==> src/rtl/sar_pkg.sv <==
package sar_pkg;
  localparam int RES_W    = 12;
  localparam int WIDE_W   = 16;
  localparam int NARROW_W = 8;

  typedef enum logic [1:0] {
    MODE_SW_ONE = 2'b00,
    MODE_REPEAT = 2'b01,
    MODE_HW_ONE = 2'b10,
    MODE_SW_ALT = 2'b11
  } conv_mode_e;

  typedef enum logic [1:0] {
    ST_IDLE = 2'b00,
    ST_SAMP = 2'b01,
    ST_CONV = 2'b10
  } seq_state_e;

  // left-justify the code in the wide register
  function automatic logic [WIDE_W-1:0] widen_left(input logic [RES_W-1:0] code);
    return {code, {(WIDE_W-RES_W){1'b0}}};
  endfunction

  // most significant bits of the code for the narrow register
  function automatic logic [NARROW_W-1:0] narrow_top(input logic [RES_W-1:0] code);
    return code[RES_W-1 -: NARROW_W];
  endfunction

  // inclusive window screen; passes everything when the screen is off
  function automatic logic in_window(input logic [NARROW_W-1:0] v,
                                     input logic [NARROW_W-1:0] lo,
                                     input logic [NARROW_W-1:0] hi,
                                     input logic chk);
    return !chk || ((v >= lo) && (v <= hi));
  endfunction
endpackage

==> src/rtl/sar_seq.sv <==
module sar_seq
  import sar_pkg::*;
#(
  parameter int SAMPLE_CYC = 4
) (
  input  logic       clk,
  input  logic       rst_n,
  input  logic       en,
  input  logic [1:0] mode,
  input  logic       hw_trig,
  input  logic       abort,
  input  logic       bits_done,
  output logic       sample_on,
  output logic       in_conv,
  output logic       start_conv,
  output logic       finish
);
  localparam int CNT_W = $clog2(SAMPLE_CYC + 1);
  localparam logic [CNT_W-1:0] CNT_LAST = CNT_W'(SAMPLE_CYC - 1);

  seq_state_e       state;
  logic [CNT_W-1:0] cnt;
  logic             go;

  assign go         = en && ((mode != MODE_HW_ONE) || hw_trig);
  assign sample_on  = (state == ST_SAMP);
  assign in_conv    = (state == ST_CONV);
  assign start_conv = sample_on && (cnt == CNT_LAST) && !abort;
  assign finish     = in_conv && bits_done && !abort;

  always_ff @(posedge clk or negedge rst_n) begin
    if (!rst_n) begin
      state <= ST_IDLE;
      cnt   <= '0;
    end else if (abort) begin
      state <= ST_IDLE;
      cnt   <= '0;
    end else begin
      unique case (state)
        ST_IDLE: if (go) begin
          state <= ST_SAMP;
          cnt   <= '0;
        end
        ST_SAMP: if (cnt == CNT_LAST) state <= ST_CONV;
                 else                 cnt   <= cnt + CNT_W'(1);
        ST_CONV: if (bits_done) begin
          state <= (mode == MODE_REPEAT) ? ST_SAMP : ST_IDLE;
          cnt   <= '0;
        end
        default: state <= ST_IDLE;
      endcase
    end
  end

  assert_hw_wait_R9: assert property (@(posedge clk) disable iff (!rst_n)
    (state == ST_IDLE && mode == MODE_HW_ONE && !hw_trig) |=> (state == ST_IDLE));

  assert_abort_idle_R10: assert property (@(posedge clk) disable iff (!rst_n)
    abort |=> (state == ST_IDLE));

  assert_repeat_resample_R8: assert property (@(posedge clk) disable iff (!rst_n)
    (finish && mode == MODE_REPEAT) |=> sample_on);
endmodule

==> src/rtl/sar_bits.sv <==
module sar_bits
  import sar_pkg::*;
(
  input  logic             clk,
  input  logic             rst_n,
  input  logic             start_conv,
  input  logic             in_conv,
  input  logic             abort,
  input  logic             cmp_ge,
  output logic [RES_W-1:0] trial,
  output logic [RES_W-1:0] resolved,
  output logic             bits_done
);
  localparam int IDX_W = $clog2(RES_W);
  localparam logic [IDX_W-1:0] IDX_TOP = IDX_W'(RES_W - 1);
  localparam logic [RES_W-1:0] FIRST_TRIAL = RES_W'(1) << (RES_W - 1);

  logic [RES_W-1:0] sar;
  logic [IDX_W-1:0] idx;

  // decide the current bit, then open the next one down
  always_comb begin
    resolved = sar;
    resolved[idx] = cmp_ge;
    if (idx != '0) resolved[idx - IDX_W'(1)] = 1'b1;
  end

  assign bits_done = in_conv && (idx == '0);
  assign trial     = in_conv ? sar : '0;

  always_ff @(posedge clk or negedge rst_n) begin
    if (!rst_n) begin
      sar <= '0;
      idx <= '0;
    end else if (start_conv) begin
      sar <= FIRST_TRIAL;
      idx <= IDX_TOP;
    end else if (in_conv && !abort) begin
      sar <= resolved;
      if (idx != '0) idx <= idx - IDX_W'(1);
    end
  end

  assert_first_trial_R3: assert property (@(posedge clk) disable iff (!rst_n)
    start_conv |=> (trial == FIRST_TRIAL));

  assert_bit_cleared_R4: assert property (@(posedge clk) disable iff (!rst_n)
    (in_conv && !abort && !cmp_ge) |=> (sar[$past(idx)] == 1'b0));

  assert_bit_kept_R4: assert property (@(posedge clk) disable iff (!rst_n)
    (in_conv && !abort && cmp_ge) |=> (sar[$past(idx)] == 1'b1));
endmodule

==> src/rtl/sar_result.sv <==
module sar_result
  import sar_pkg::*;
(
  input  logic                clk,
  input  logic                rst_n,
  input  logic                finish,
  input  logic [RES_W-1:0]    code,
  input  logic                win_en,
  input  logic [NARROW_W-1:0] lim_lo,
  input  logic [NARROW_W-1:0] lim_hi,
  output logic [WIDE_W-1:0]   res_wide,
  output logic [NARROW_W-1:0] res_narrow,
  output logic                irq
);
  logic store;

  assign store = finish && in_window(narrow_top(code), lim_lo, lim_hi, win_en);

  always_ff @(posedge clk or negedge rst_n) begin
    if (!rst_n) begin
      res_wide   <= '0;
      res_narrow <= '0;
      irq        <= 1'b0;
    end else begin
      irq <= store;
      if (store) begin
        res_wide   <= widen_left(code);
        res_narrow <= narrow_top(code);
      end
    end
  end

  assert_irq_pulse_R5: assert property (@(posedge clk) disable iff (!rst_n)
    irq |=> !irq);

  assert_store_value_R5: assert property (@(posedge clk) disable iff (!rst_n)
    store |=> (irq && res_wide[WIDE_W-1 -: RES_W] == $past(code)
               && res_wide[WIDE_W-RES_W-1:0] == '0));

  assert_window_block_R6: assert property (@(posedge clk) disable iff (!rst_n)
    (finish && !store) |=> (!irq && $stable(res_wide) && $stable(res_narrow)));
endmodule

==> src/rtl/sar_conv_ctrl.sv <==
module sar_conv_ctrl
  import sar_pkg::*;
#(
  parameter int SAMPLE_CYC = 4
) (
  input  logic                clk,
  input  logic                rst_n,
  input  logic                en_set,
  input  logic                en_clr,
  input  logic [1:0]          mode,
  input  logic                hw_trig,
  input  logic                win_en,
  input  logic [NARROW_W-1:0] lim_lo,
  input  logic [NARROW_W-1:0] lim_hi,
  input  logic                cmp_ge,
  output logic [RES_W-1:0]    trial_code,
  output logic                sample_on,
  output logic                busy,
  output logic                en_bit,
  output logic [WIDE_W-1:0]   res_wide,
  output logic [NARROW_W-1:0] res_narrow,
  output logic                eoc_irq
);
  logic             in_conv, start_conv, finish, bits_done, self_clear;
  logic [RES_W-1:0] resolved;

  assign busy       = sample_on || in_conv;
  assign self_clear = (mode == MODE_SW_ONE) || (mode == MODE_SW_ALT);

  always_ff @(posedge clk or negedge rst_n) begin
    if (!rst_n)                     en_bit <= 1'b0;
    else if (en_clr)                en_bit <= 1'b0;
    else if (en_set)                en_bit <= 1'b1;
    else if (finish && self_clear)  en_bit <= 1'b0;
  end

  sar_seq #(.SAMPLE_CYC(SAMPLE_CYC)) u_seq (
    .clk, .rst_n, .en(en_bit), .mode, .hw_trig, .abort(en_clr),
    .bits_done, .sample_on, .in_conv, .start_conv, .finish
  );

  sar_bits u_bits (
    .clk, .rst_n, .start_conv, .in_conv, .abort(en_clr), .cmp_ge,
    .trial(trial_code), .resolved, .bits_done
  );

  sar_result u_res (
    .clk, .rst_n, .finish, .code(resolved), .win_en, .lim_lo, .lim_hi,
    .res_wide, .res_narrow, .irq(eoc_irq)
  );

  assert_sw_selfclear_R7: assert property (@(posedge clk) disable iff (!rst_n)
    (finish && self_clear && !en_set) |=> !en_bit);

  assert_repeat_keeps_en_R8: assert property (@(posedge clk) disable iff (!rst_n)
    (en_bit && mode == MODE_REPEAT && !en_clr) |=> en_bit);

  assert_hw_keeps_en_R9: assert property (@(posedge clk) disable iff (!rst_n)
    (en_bit && mode == MODE_HW_ONE && !en_clr) |=> en_bit);

  assert_abort_quiet_R10: assert property (@(posedge clk) disable iff (!rst_n)
    en_clr |=> (!en_bit && !busy && !eoc_irq));
endmodule

==> config.mk <==
export PLATFORM = sky130hd
export DESIGN_NAME = sar_conv_ctrl
export DESIGN_NICKNAME = d
export VERILOG_FILES = /design/src/rtl/sar_pkg.sv /design/src/rtl/sar_seq.sv /design/src/rtl/sar_bits.sv /design/src/rtl/sar_result.sv /design/src/rtl/sar_conv_ctrl.sv
export SDC_FILE = /design/constraint.sdc
export NUM_CORES = 1
export LEC_CHECK = 0
export CORE_ASPECT_RATIO = 1.25
export CORE_MARGIN = 2
export CORE_UTILIZATION = 40
export DETAILED_ROUTE_END_ITERATION = 12
export PLACE_DENSITY = 0.73
export SLEW_MARGIN = 10
export SYNTH_ARGS = -nofsm -noshare
export SYNTH_HDL_FRONTEND = slang
export SYNTH_HIERARCHICAL = 1
export SYNTH_SLANG_ARGS = --single-unit
export TNS_END_PERCENT = 20
==> constraint.sdc <==
create_clock -name clk -period 4.37 [get_ports clk]
set_clock_uncertainty 0.2 [all_clocks]
set_input_delay 0.874 -clock clk [delete_from_list [all_inputs] [get_ports clk]]
set_output_delay 0.874 -clock clk [all_outputs]
set_load 0.01 [all_outputs]
# Word level (Yosys, flattened, before mapping)
# Index checks and enable logic that the tools add are counted.
dict set report classes {
  addsub 2
  magnitude_cmp 6
  eq_ne 10
  mux 26
  n_bitwise 1
  reduce_logical 29
}
# op n
set op_table {}
lappend op_table {{$mux 12} 4}
lappend op_table {{$bwmux 12} 1}
lappend op_table {{$logic_and 1x1->1} 12}
lappend op_table {{$mux 3} 4}
lappend op_table {{$mux 4} 3}
lappend op_table {{$or 12x12->12} 1}
lappend op_table {{$lt 4x5->1 const B} 2}
lappend op_table {{$ne 3x2->1 const B} 3}
lappend op_table {{$pmux 3 s3} 1}
lappend op_table {{$demux 1 s4} 2}
lappend op_table {{$ge 4x1->1 const B} 2}
lappend op_table {{$ge 8x8->1} 1}
lappend op_table {{$le 8x8->1} 1}
lappend op_table {{$mux 2} 4}
lappend op_table {{$reduce_bool 4->1} 2}
lappend op_table {{$mux 1} 6}
lappend op_table {{$pmux 2 s3} 1}
lappend op_table {{$eq 2x1->1 const B} 2}
lappend op_table {{$eq 2x2->1 const B} 2}
lappend op_table {{$logic_not 2->1} 2}
lappend op_table {{$logic_not 4->1} 1}
lappend op_table {{$logic_or 1x1->1} 4}
lappend op_table {{$reduce_and 4->1} 1}
lappend op_table {{$reduce_bool 2->1} 2}
lappend op_table {{9 further kinds} 10}
dict set report totals {
  register_bits 43
  inputBits 25
}

# Depth between registers and ports, before layout
dict set report depth {
  word_depth 11
  depth_mapped 15
  ltp_nobuf 13
}

# By module
# The synthesis kept the hierarchy.
# mod instances cells_per_inst area_each_um2
set modules_own_cells {}
lappend modules_own_cells {sar_bits 1 170 1383.8}
lappend modules_own_cells {sar_result 1 93 1021.0}
lappend modules_own_cells {sar_seq 1 52 475.5}
lappend modules_own_cells {sar_conv_ctrl 1 6 56.3}

# Least setup slack after synthesis
# Ideal clock, no wire load.
dict set report synth_path {
  path_type {register to register}
  startpoint {register u_bits.idx[0]}
  endpoint {register u_res.res_narrow[0]}
  setup_ns 0.125
  arrival_time_ns 3.092
  path_slack_ns 0.953
  stages_incl_launch_ff 15
  n_path_buf 2
  period_less_slack_ns 3.417
  cell_sequence {dfrtp_1 inv_1 ha_1 buf_6 or2_4 o21ai_1 a31oi_1 nand2_1 ha_1 and3_4 a221o_1 o2bb2ai_1 o311a_4 buf_6 mux2_4}
}
dict set report synth_between {
  elab_chain_cells 11
}
# element line
set synth_lines {}
lappend synth_lines {{start: declaration} sar_bits.sv:19} ;# logic [IDX_W-1:0] idx;
lappend synth_lines {{start signal: assignment} sar_bits.sv:40} ;# if (idx != '0) idx <= idx - IDX_W'(1);
lappend synth_lines {{$sub 4x1->4, or another cell as far along} sar_bits.sv:25} ;# if (idx != '0) resolved[idx - IDX_W'(1)] = 1'b1;
lappend synth_lines {{$lt 4x5->1 (implied by the code), or another cell as far along} sar_bits.sv:25}
lappend synth_lines {{$logic_and 1x1->1 (implied by the code) / $mux 1 (equally long branches)} {sar_bits.sv:25, sar_bits.sv:24}}
lappend synth_lines {{$mux 1 (implied by the code) / $demux 1 s4 (equally long branches)} -}
lappend synth_lines {{$demux 1 s4 / $bwmux 12 (equally long branches)} -}
lappend synth_lines {{$or 12x12->12 (no line)} -}
lappend synth_lines {{$mux 12 *} sar_bits.sv:25}
lappend synth_lines {{via resolved[9]} sar_conv_ctrl.sv:25} ;# logic [RES_W-1:0] resolved;
lappend synth_lines {{$ge 8x8->1 / $le 8x8->1 (equally long branches)} sar_pkg.sv:34} ;# return !chk || ((v >= lo) && (v <= hi));
lappend synth_lines {{$logic_and 1x1->1 *} sar_pkg.sv:34}
lappend synth_lines {{$logic_or 1x1->1 *} sar_pkg.sv:34}
lappend synth_lines {{$logic_and 1x1->1 *} sar_result.sv:17} ;# assign store = finish && in_window(narrow_top(code), lim_lo, lim_hi, win_en);
lappend synth_lines {{via u_res.store} sar_result.sv:15} ;# logic store;
lappend synth_lines {{end signal: assignment} sar_result.sv:28} ;# res_narrow <= narrow_top(code);
lappend synth_lines {{end: declaration} sar_result.sv:12} ;# output logic [NARROW_W-1:0] res_narrow,
# The timed path passes the listed nets; every way through them passes the cells marked *.
# A chain may end at the register's enable or synchronous reset.

# Final worst setup path
dict set report layout_path {
  startpoint {register u_bits.idx[0]}
  endpoint {register u_res.res_narrow[2]}
}
dict set report layout_between {
  elab_chain_cells 11
}
# element line
set layout_lines {}
lappend layout_lines {{$sub 4x1->4, or another cell as far along} sar_bits.sv:25}
lappend layout_lines {{$lt 4x5->1 (implied by the code), or another cell as far along} sar_bits.sv:25}
lappend layout_lines {{$logic_and 1x1->1 (implied by the code) / $mux 1 (equally long branches)} {sar_bits.sv:25, sar_bits.sv:24}}
lappend layout_lines {{$mux 1 (implied by the code) / $demux 1 s4 (equally long branches)} -}
lappend layout_lines {{$demux 1 s4 / $bwmux 12 (equally long branches)} -}
lappend layout_lines {{$or 12x12->12 (no line)} -}
lappend layout_lines {{$mux 12 *} sar_bits.sv:25}
lappend layout_lines {{via resolved[4]} sar_conv_ctrl.sv:25}
lappend layout_lines {{$ge 8x8->1 / $le 8x8->1 (equally long branches)} sar_pkg.sv:34}
lappend layout_lines {{$logic_and 1x1->1 *} sar_pkg.sv:34}
lappend layout_lines {{$logic_or 1x1->1 *} sar_pkg.sv:34}
lappend layout_lines {{$logic_and 1x1->1 *} sar_result.sv:17}
# Marks and branches as above.

==> results summary <==
The maximum root-to-sink buffer count came out at 2. The final count of negative-setup-slack endpoints came out at 0. The number of register bits inferred by synthesis is 35. The number of distinct library cells after synthesis came out at 58. The synthesized netlist cell count is 321.

The class of the tightest hold or removal check is reg2reg. The warning count from the yosys run came out at 6. STA classifies the critical path endpoint as a flop. Cells with a size suffix above 1 make up 9.19% of the layout.

The commonest cells after synthesis are 35 x sky130_fd_sc_hd__dfrtp_1, 30 x sky130_fd_sc_hd__ha_1, 29 x sky130_fd_sc_hd__nand2_1, 25 x sky130_fd_sc_hd__inv_1, 22 x sky130_fd_sc_hd__nor2_1. The number of clock sinks came out at 35. The H-tree depth came out at 2. The leakage power came out at 1.67 nW. The worst relative slew slack came out at 51.6%.

The register clock-pin slew on the reported worst setup and hold paths is 0.07 ns. The required time of the critical path is 4.35 ns. The maximum fanout encountered on the critical timing path is 13. The area taken by multi-input logic gates is 1810 sq um. The weighted congestion reported at the end of routability-driven placement came out at 0.936. The number of gates given a new drive strength after cts is 0. The number of antenna violations at the first check in global routing came out at 0. The number of cells after detailed placement came out at 453. The area of all sequential standard cells is 876 sq um. Among all stages on the critical path, the largest delay is contributed by sky130_fd_sc_hd__dfrtp_1. The buffer and inverter count on the worst path came out at 2. The clock reaches the later pin of the worst-skew pair after 0.29 ns. The global-route wire length before repair came out at 12.3 mm.

Across the VDD grid, the largest voltage drop is 0.000108 V. The cell depth of the worst hold path is 1. The total routing usage reported by global routing is 19.3%. The number of synthesized flops with an enable pin came out at 0. Dividing the detail-routed wire length by the instance count gives 15.7 microns. The synthesized design spends more area on one cell type than any other, namely sky130_fd_sc_hd__dfrtp_1. The count of TritonRoute iterations in the first routing pass came out at 4.

The number of max-cap violations came out at 0. After synthesis, the share of flip-flops with an asynchronous set or reset is 100%. The area share of the leading cell type in the synthesized netlist came out at 29.8%.

In this run the count of I/O pins placed on the die edge is 65. The final instance count without filler cells came out at 460. The total routed wirelength came out at 7.23 mm. The area growth from synthesis to layout is 23.3%. In the routed design, unresolved DRC markers number 0. The maximum cell stage delay along the critical path is 0.49 ns. The count of inserted antenna diode cells came out at 0. CTS placed an instance of sky130_fd_sc_hd__clkbuf_8 at the clock tree root. The final max-slew violation count came out at 0. In this run the mean area of a mapped cell was 9.15 sq um. TritonCTS built the clock tree. The final period demand of the worst path came out at 3.77 ns. The synthesized area came out at 2940 sq um.

The startpoint identified for the worst register-to-register timing path is u_bits/idx[0]. Once the clock tree was built, the setup fixing pass inserted 0 buffers. The worst hold endpoint is u_res/res_wide[4]. The hold path startpoint is u_res/res_wide[4].

Among all cell types in the netlist, the one instantiated most often is sky130_fd_sc_hd__dfrtp_1. The critical path goes through inv_1 > ha_1 > nor3b_1 > o2bb2ai_1 > o21ai_1 > nand2_1 > inv_1 > ha_1 > nand2b_1 > a2111oi_1 > o2bb2ai_1 > o311a_4 > mux2_1. Summing the sequential cell areas from Yosys gives 29.8% of the chip area.

Setup repair after global routing left no endpoint under its margin. The via count of the first global-routing pass is 2580. The initial standard-cell utilization of the core came out at 41.8%. The filler cell count in the final layout is 657. The highest attainable clock frequency is 0.265 GHz. The hold buffer count at cts came out at 0. The number of clock buffers added by TritonCTS is 5.

The worst setup path is of the reg2reg kind. The worst setup path is launched from a flop. The worst-case reg-to-reg path depth is 13. The core box area came out at 7020 sq um.

Power spread over the standard cell area amounts to 271 nW/um^2. The number of endpoints with negative hold slack in the final report came out at 0. The signal arrival time at the worst endpoint is 3.75 ns. The total overflow left after global routing is 0. The count of nets after finishing is 425. In this run the register-to-register setup slack is 0.60 ns. In the synthesized netlist the dominant register cell turns out to be sky130_fd_sc_hd__dfrtp_1. The final worst-path cycle share came out at 86.3%.

The detailed-route via count came out at 2507. The worst register-to-register path ends at u_res/res_narrow[2]. In this design, the largest share of critical-path delay is due to compound AO/OA/AOI/OAI gates.

By area the synthesized netlist is led by sky130_fd_sc_hd__dfrtp_1 30%, sky130_fd_sc_hd__ha_1 13%, sky130_fd_sc_hd__mux2i_1 4.8%. The DRC marker count from the first detailed-route iteration came out at 139. The worst-margin pin slew is 0.726 ns. The flow ran to the end, and the final reports show no timing, DRC or antenna violations. The die span in x is 80.6 microns. The pin count of the biggest net entering global routing is 36. The number of vias per cell after detailed routing came out at 5.45. The die area is 8050 sq um.

Input and output buffers added on the ports amount to 60. The half-perimeter wire length of the detailed placement result is 5.48 mm. The height of the die came out at 99.8 microns. Adding up every negative setup slack in the final design gives 0 ns. The remaining antenna violation count came out at 0.

The number of placement rows is 34.
-- flip-flops by register name, summed over array words and instances (netlist names) --
register	cells
u_res/irq	1
u_seq/cnt	3
u_bits/sar	12
en_bit	1
u_res/res_narrow	8
u_res/res_wide	4
u_seq/state	2
u_bits/idx	4
-- how the worst max path moves through the flow --
stage / cells past startpoint / startpoint / slack [ns] / end
final: 13 / u_bits/idx[0] / 0.60 / u_res/res_narrow[2]
after global routing: 13 / u_bits/idx[0] / 0.37 / u_res/res_narrow[1]
after CTS: 13 / u_bits/idx[0] / 0.60 / u_res/res_narrow[2]
after detailed placement: 10 / cmp_ge / 0.49 / u_res/res_narrow[1]
after global placement: 10 / cmp_ge / 0.57 / u_res/res_narrow[2]
after floorplan: 14 / u_bits/idx[0] / 0.95 / u_res/res_narrow[0]
-- routing by layer --
metal  vias to the layer above  part of all wire [%]  GRT usage [%]
met5                         -                     0              0
met4                         0                   2.2           6.91
met3                        17                   5.5           3.51
met2                        99                    50           33.0
met1                      1173                    42           24.1
li1                       1218                     -              -
-- report_power, final --
| group | leakage, nW | total, mW | internal, mW | switching [mW] |
|---|---|---|---|---|
| sequential | 0.446 | 0.383 | 0.353 | 0.0306 |
| clock | 0.0470 | 0.243 | 0.124 | 0.119 |
| combinational | 1.17 | 0.357 | 0.173 | 0.184 |
| total | 1.67 | 0.983 | 0.649 | 0.333 |
-- cell families (layout without fill, tap and decap cells) --
family	after synthesis	after routing	share of synthesized area [%]
AO/OA/AOI/OAI	55	55	14.6
XOR/XNOR	2	2	0.597
adder cells (fa/ha/maj)	30	30	12.8
buffers and inverters	52	98	8.99
flip-flops	35	35	29.8
multiplexers	27	27	10.9
other	1	4	0.128
AND/OR/NAND/NOR	119	119	22.2
-- through the flow --
step | setup WS (ns) | power [mW] | instance area [sq um] | hold slack (ns) | util [%]
floorplan | 0.953 | 0.618 | 2950 | 0.323 | -
global placement | 0.575 | 0.730 | 3530 | 0.306 | 50.3
detailed placement | 0.486 | 0.743 | 3530 | 0.298 | 50.3
CTS | 0.598 | 0.989 | 3620 | 0.327 | 51.6
global route | 0.373 | 1.05 | 3620 | 0.337 | 51.6
finish | 0.600 | 0.983 | 3620 | 0.324 | 51.6
-- worst reg2reg max path, delay by kind of cell (launching register included) --
kind	cells	cell delay, ns
buffers and inverters	2	0.28
adder cells (fa/ha/maj)	2	0.68
AND/OR/NAND/NOR	3	0.50
multiplexers	1	0.34
AO/OA/AOI/OAI	5	1.16
flip-flops	1	0.49
-- final cells by class --
type                    count  area share (%)
multi-input cells         237            49.9
flip-flops and latches     35            24.2
repair buffers             65            17.6
well taps                  90            3.11
inverters                  26            2.70
clock buffers               6            2.28
clock inverters             1           0.138
-- cells in the final DEF (no fill, tap or decap), types with 2 or more instances in the layout --
| cell | n |
|---|---|
| sky130_fd_sc_hd__clkdlybuf4s50_1 | 60 |
| sky130_fd_sc_hd__dfrtp_1 | 35 |
| sky130_fd_sc_hd__ha_1 | 30 |
| sky130_fd_sc_hd__nand2_1 | 29 |
| sky130_fd_sc_hd__inv_1 | 25 |
| sky130_fd_sc_hd__nor2_1 | 22 |
| sky130_fd_sc_hd__mux2i_1 | 14 |
| sky130_fd_sc_hd__and2_1 | 13 |
| sky130_fd_sc_hd__a311oi_1 | 11 |
| sky130_fd_sc_hd__nand3_1 | 11 |
| sky130_fd_sc_hd__nand2b_1 | 10 |
| sky130_fd_sc_hd__mux2_4 | 9 |
| sky130_fd_sc_hd__a21oi_1 | 8 |
| sky130_fd_sc_hd__a31oi_1 | 7 |
| sky130_fd_sc_hd__nand4_1 | 7 |
| sky130_fd_sc_hd__clkbuf_8 | 6 |
| sky130_fd_sc_hd__buf_4 | 5 |
| sky130_fd_sc_hd__o21ai_1 | 5 |
| sky130_fd_sc_hd__nor3b_1 | 4 |
| sky130_fd_sc_hd__nor2b_1 | 4 |
| sky130_fd_sc_hd__conb_1 | 4 |
| sky130_fd_sc_hd__and3_1 | 3 |
| sky130_fd_sc_hd__o21ai_0 | 3 |
| sky130_fd_sc_hd__o31ai_1 | 3 |
| sky130_fd_sc_hd__xnor2_1 | 2 |
| sky130_fd_sc_hd__o2bb2ai_1 | 2 |
| sky130_fd_sc_hd__a21o_1 | 2 |
| sky130_fd_sc_hd__nor3_1 | 2 |
| sky130_fd_sc_hd__o21a_1 | 2 |
| sky130_fd_sc_hd__o2111ai_1 | 2 |
| sky130_fd_sc_hd__mux2_1 | 2 |
| sky130_fd_sc_hd__mux2_2 | 2 |
| sky130_fd_sc_hd__and3b_1 | 2 |
Note: power is estimated with default switching activity, not from simulation.
